==> src/rtl/blkxfer_pkg.sv <==
package blkxfer_pkg;
    typedef enum logic [1:0] {
        ST_IDLE = 2'd0,
        ST_RUN  = 2'd1,
        ST_DONE = 2'd2
    } seq_state_e;
endpackage

==> src/rtl/blkxfer_popcnt.sv <==
// Population count of a bit vector.
module blkxfer_popcnt #(
    parameter int W  = 16,
    parameter int CW = $clog2(W + 1)
) (
    input  logic [W-1:0]  vec,
    output logic [CW-1:0] count
);
    always_comb begin
        count = '0;
        for (int i = 0; i < W; i++) begin
            count = count + CW'(vec[i]);
        end
    end
endmodule

==> src/rtl/blkxfer_lowest.sv <==
// Finds the lowest set bit, its index, and the vector with that bit removed.
module blkxfer_lowest #(
    parameter int W  = 16,
    parameter int IW = $clog2(W)
) (
    input  logic [W-1:0]  vec,
    output logic [IW-1:0] idx,
    output logic [W-1:0]  rest,
    output logic          single
);
    logic [W:0]   seen;
    logic [W-1:0] first;

    assign seen[0] = 1'b0;
    for (genvar g = 0; g < W; g++) begin : g_chain
        assign first[g]  = vec[g] & ~seen[g];
        assign seen[g+1] = seen[g] | vec[g];
    end

    always_comb begin
        idx = '0;
        for (int i = 0; i < W; i++) begin
            if (first[i]) idx = idx | IW'(i);
        end
    end

    assign rest   = vec & ~first;
    assign single = seen[W] && (rest == '0);
endmodule

==> src/rtl/blkxfer_span.sv <==
// Start address and final base for the four range placements.
module blkxfer_span #(
    parameter int AW = 32,
    parameter int CW = 5,
    parameter int SH = 2
) (
    input  logic [AW-1:0] base,
    input  logic [CW-1:0] cnt,
    input  logic          incl_base,
    input  logic          up_dir,
    output logic [AW-1:0] first_addr,
    output logic [AW-1:0] end_base
);
    localparam logic [AW-1:0] STEP = AW'(1) << SH;

    logic [AW-1:0] span;
    assign span = AW'(cnt) << SH;

    always_comb begin
        if (up_dir) begin
            end_base   = base + span;
            first_addr = incl_base ? base : base + STEP;
        end else begin
            end_base   = base - span;
            first_addr = incl_base ? base - span + STEP : base - span;
        end
    end
endmodule

==> src/rtl/blkxfer_seq.sv <==
module blkxfer_seq #(
    parameter int AW         = 32,
    parameter int NREG       = 16,
    parameter int WORD_BYTES = 4
) (
    input  logic                      clk,
    input  logic                      rst,
    input  logic                      start,
    input  logic [AW-1:0]             base_in,
    input  logic [NREG-1:0]           reg_mask,
    input  logic                      incl_base,
    input  logic                      up_dir,
    input  logic                      wb_req,
    output logic                      xfer_valid,
    output logic                      xfer_last,
    output logic [$clog2(NREG)-1:0]   xfer_idx,
    output logic [AW-1:0]             xfer_addr,
    output logic                      done,
    output logic                      wb_we,
    output logic [AW-1:0]             wb_base,
    output logic                      bad_mask
);
    import blkxfer_pkg::*;

    localparam int            IW    = $clog2(NREG);
    localparam int            CW    = $clog2(NREG + 1);
    localparam int            SH    = $clog2(WORD_BYTES);
    localparam logic [AW-1:0] STEP  = AW'(WORD_BYTES);
    localparam logic [AW-1:0] ALIGN = ~(STEP - AW'(1));

    seq_state_e state, state_nx;

    logic [NREG-1:0] pend_q;
    logic [AW-1:0]   addr_q;
    logic [AW-1:0]   endb_q;
    logic            wb_q;
    logic            bad_q;

    logic [CW-1:0]   n_sel;
    logic [AW-1:0]   first_addr;
    logic [AW-1:0]   end_base;
    logic [IW-1:0]   low_idx;
    logic [NREG-1:0] low_rest;
    logic            low_single;

    logic accept;
    logic reject;
    assign accept = (state == ST_IDLE) && start && (reg_mask != '0);
    assign reject = (state == ST_IDLE) && start && (reg_mask == '0);

    blkxfer_popcnt #(.W(NREG), .CW(CW)) u_cnt (
        .vec   (reg_mask),
        .count (n_sel)
    );

    blkxfer_span #(.AW(AW), .CW(CW), .SH(SH)) u_span (
        .base       (base_in),
        .cnt        (n_sel),
        .incl_base  (incl_base),
        .up_dir     (up_dir),
        .first_addr (first_addr),
        .end_base   (end_base)
    );

    blkxfer_lowest #(.W(NREG), .IW(IW)) u_low (
        .vec    (pend_q),
        .idx    (low_idx),
        .rest   (low_rest),
        .single (low_single)
    );

    // Next-state logic.
    always_comb begin
        state_nx = state;
        unique case (state)
            ST_IDLE: if (accept)     state_nx = ST_RUN;
            ST_RUN:  if (low_single) state_nx = ST_DONE;
            ST_DONE:                 state_nx = ST_IDLE;
            default:                 state_nx = ST_IDLE;
        endcase
    end

    // State register.
    always_ff @(posedge clk) begin
        if (rst) state <= ST_IDLE;
        else     state <= state_nx;
    end

    // Request datapath.
    always_ff @(posedge clk) begin
        if (rst) begin
            pend_q <= '0;
            addr_q <= '0;
            endb_q <= '0;
            wb_q   <= 1'b0;
            bad_q  <= 1'b0;
        end else begin
            bad_q <= reject;
            if (accept) begin
                pend_q <= reg_mask;
                addr_q <= first_addr & ALIGN;
                endb_q <= end_base;
                wb_q   <= wb_req;
            end else if (state == ST_RUN) begin
                pend_q <= low_rest;
                addr_q <= addr_q + STEP;
            end
        end
    end

    // Outputs.
    always_comb begin
        xfer_valid = 1'b0;
        xfer_last  = 1'b0;
        xfer_idx   = '0;
        xfer_addr  = '0;
        done       = 1'b0;
        wb_we      = 1'b0;
        wb_base    = '0;
        unique case (state)
            ST_RUN: begin
                xfer_valid = 1'b1;
                xfer_last  = low_single;
                xfer_idx   = low_idx;
                xfer_addr  = addr_q;
            end
            ST_DONE: begin
                done    = 1'b1;
                wb_we   = wb_q;
                wb_base = endb_q;
            end
            default: ;
        endcase
    end
    assign bad_mask = bad_q;
endmodule

==> config.mk <==
export PLATFORM = sky130hd
export DESIGN_NAME = blkxfer_seq
export DESIGN_NICKNAME = d
export VERILOG_FILES = /design/src/rtl/blkxfer_pkg.sv /design/src/rtl/blkxfer_popcnt.sv /design/src/rtl/blkxfer_lowest.sv /design/src/rtl/blkxfer_span.sv /design/src/rtl/blkxfer_seq.sv
export SDC_FILE = /design/constraint.sdc
export NUM_CORES = 1
export LEC_CHECK = 0
export ABC_AREA = 1
export BUFFER_PORTS_ARGS = -buffer_cell sky130_fd_sc_hd__buf_2
export CORE_UTILIZATION = 50
export DETAILED_ROUTE_END_ITERATION = 12
export PLACE_DENSITY = 0.74
export SYNTH_ARGS = -nofsm -noshare
export SYNTH_HDL_FRONTEND = slang
export SYNTH_SLANG_ARGS = --single-unit
==> constraint.sdc <==
create_clock -name clk -period 12.2 [get_ports clk]
set_input_delay 3.66 -clock clk [delete_from_list [all_inputs] [get_ports clk]]
set_output_delay 3.66 -clock clk [all_outputs]
set_load 0.1 [all_outputs]
==> flow_summary.ini <==
[cts]
insertion_delay_ns = 0.36
cts_resized = 0
cts_tree = yes
cts_max_level = 3
cts.path.max_buffers = 2
clockRootBuffer = clkbuf_16
clkSinkCount = 82
holdBufCountCts = 0
cts.clk_slew.worst_paths_ns = 0.07
cts_made_buffers = 9
cts_setup_buffers = 0

[pwr]
vdd_drop_max_uv = 170
intPower_mw = 0.774
switching_share_pct = 54.5
clkPwrFrac_pct = 16.6
p_switching_mw = 0.927
p_total_mw = 1.70
power.density_cell_area_nw_per_um2 = 171
seq_power_share_pct = 21.7
combPwrFrac_pct = 61.7
leakage_nw = 4.56

[final_layout]
syn_to_final_growth_pct = 11.1
regArea_sq_um = 1640
fill_cells = 1848
finalInstanceArea_sq_um = 9920
fin_nets = 1708
drive_gt1_share_pct = 13.8
antennaDiodeCount = 0
final_util_pct = 57.2
multi_input_area_sq_um = 6060

[critical_path]
crit_top_cell = fa_1
cp-start-kind = input pin
cp_cell_sequence = buf_2 -> inv_1 -> ha_1 -> inv_1 -> fa_1 -> fa_1 -> fa_1 -> fa_1 -> fa_1 -> fa_1 -> inv_1 -> fa_1 -> a21oi_1 -> o21ai_0 -> nand2_1 -> inv_1 -> o21ai_0 -> nor2_1 -> xor2_1 -> o21ai_0 -> o21ai_0 -> inv_1
cp_max_fo = 5
crit_path_top_delay_cell = fa_1
critPathMaxStageDelay_ns = 0.57
crit_path_end_kind = flip-flop
timing.rr.start = state[0]
crit_arrival_ns = 9.65
critPathKind = input pin to flip-flop
cp.required_ns = 12.50
regToRegSetupSlack_ns = 8.80
startpoint = reg_mask[0]

[global_routing]
grt_antenna_before_repair = 0
track_usage_pct = 33.9
grt_max_degree = 77
grt_overflow = 0
grt_pass1_wl_mm = 48.2
grt_pass1_vias = 9281

[worst_hold_path]
hold_path.class = flip-flop to flip-flop
hp-start = wb_q

[yosys]
synth-main-ff-cell = dfxtp_1
synth_top_cell_by_area = dfxtp_1
yosysTopAreaCellShare_pct = 18.4
yosys_warnings = 0
syn_avg_cell_area_sq_um = 5.81
yosys.cell_types.count = 57
async_reset_ff_share_pct = 0
synth_edf_count = 0
ys_seq_area_share_pct = 18.4
synthCells = 1538
synthTopCellsByArea = dfxtp_1 18%, nand2_1 12%, nor2_1 10%
ys_ff_latch = 82
synthesis.area_sq_um = 8930

[detailed_routing]
first_iter_violations = 1064
avgRoutedWirePerCell_um = 16.6
viasPerCell = 5.63
num_vias = 10418
drt_first_pass_iters = 6
routed_wl_mm = 30.7
drtAntennaViolNets = 0
drc_errors = 0

[floorplan]
die_w_um = 136
pin_count = 127
dieArea_sq_um = 18400
die_h_um = 136
core_area_sq_um = 17400
num_rows = 48
start_util_pct = 51.5

[timing]
period_needed_ns = 9.35
fmax_mhz = 107
rsz0062_at_grt = no
relSlewSlack_pct = 30.5
drv_slew = 0
setup_tns_ns = 0
skew_ns = 0.00927
finalCritPeriodShare_pct = 76.6
hold_viol = 0
tightest_slew_ns = 1.04
setup_viol = 0

[placed_design]
place_area_sq_um = 9630
gp_congestion = 0.995
hpwlAfterDp_mm = 23.5
port_buffers = 124

[flow_run]
maxCapViolCount = 0

[outcome]
outcome = completed
-- cells by family after synthesis --
| logic type | Yosys count | synth area share, % |
|---|---|---|
| buffers and inverters | 318 | 13.9 |
| AND/OR/NAND/NOR | 778 | 39.5 |
| adder cells (fa/ha/maj) | 33 | 5.63 |
| other | 1 | 0.0420 |
| XOR/XNOR | 38 | 3.94 |
| flip-flops | 82 | 18.4 |
| AO/OA/AOI/OAI | 288 | 18.7 |
-- cells in the mapped netlist, drive strengths merged, types with 6 or more instances --
| library cell | instances |
|---|---|
| clkbuf | 37 |
| xor2 | 34 |
| ha | 21 |
| nor3 | 39 |
| fa | 12 |
| o221ai | 12 |
| nand2 | 309 |
| o211ai | 21 |
| inv | 255 |
| buf | 25 |
| nand4 | 37 |
| nand3b | 6 |
| a31oi | 20 |
| nor2 | 272 |
| o22ai | 8 |
| dfxtp | 82 |
| a21oi | 89 |
| nand3 | 106 |
| o21ai | 117 |
-- final cells by class --
class	count	share of cell area [%]
Clock inverter	6	0.681
Multi-Input combinational cell	1139	61.1
Tap cell	225	2.84
Timing Repair Buffer	133	6.93
Clock buffer	9	2.27
Inverter	256	9.68
Sequential cell	82	16.5
-- per-stage QoR --
| stage | setup slack, ns | hold slack, ns | std cells |
|---|---|---|---|
| 6_report | 2.85 | 0.454 | 1850 |
| 5_1_grt | 2.39 | 0.479 | 1850 |
| 4_1_cts | 2.87 | 0.455 | 1850 |
| 2_1_floorplan | 3.36 | 0.430 | 1539 |
| 3_5_place_dp | 2.53 | 0.444 | 1835 |
| 3_3_place_gp | 2.60 | 0.441 | 1835 |
-- sequential cells by signal (all words and copies together) (netlist names) --
name and flops:
wb_q 1, addr_q 30, bad_mask 1, pend_q 16, state 2, endb_q 32
-- placed cells by master (no fill, tap or decap), types with 3 or more instances in the layout --
cell type	count
a211oi_1	3
a21oi_1	86
a221oi_1	5
a31oi_1	20
buf_2	124
buf_4	9
clkbuf_16	9
dfxtp_1	82
fa_1	12
ha_1	21
inv_1	244
inv_2	11
nand2_1	287
nand2_2	16
nand2_4	5
nand3_1	98
nand3_2	7
nand3b_1	6
nand4_1	37
nor2_1	245
nor2_2	18
nor2_4	8
nor3_1	36
nor4_1	4
o2111ai_1	5
o211ai_1	21
o21ai_0	111
o21ai_1	5
o221ai_1	12
o22ai_1	8
xnor2_1	4
xor2_1	33
-- critical path: cells and delay by family --
kind,cells,cell delay [ns]
AO/OA/AOI/OAI,5,1.31
XOR/XNOR,1,0.23
adder cells (fa/ha/maj),8,3.63
buffers and inverters,6,0.45
AND/OR/NAND/NOR,2,0.36
-- power by group through the flow --
stage	clock network, mW	registers (mW)	logic (mW)
3_5_place_dp	0	0.374	1.03
2_1_floorplan	0	0.361	0.833
6_report	0.282	0.369	1.05
3_3_place_gp	0	0.372	1.02
4_1_cts	0.287	0.368	1.04
5_1_grt	0.297	0.377	1.16
-- layer usage --
metal	up-vias	global-route usage, %	share of wire [%]
met5	-	0	0
met1	4694	43.0	42
met4	0	14.5	4.0
li1	5151	-	-
met3	91	5.95	8.3
met2	482	56.0	46
-- path summary, 6_finish.rpt --
path                endpoint  cells past startpoint
hold reg to reg         wb_q                      2
setup / recovery  endb_q[12]                     22
hold / removal          wb_q                      2
setup reg to reg  addr_q[21]                     14
(Power assumes the default switching activity.)
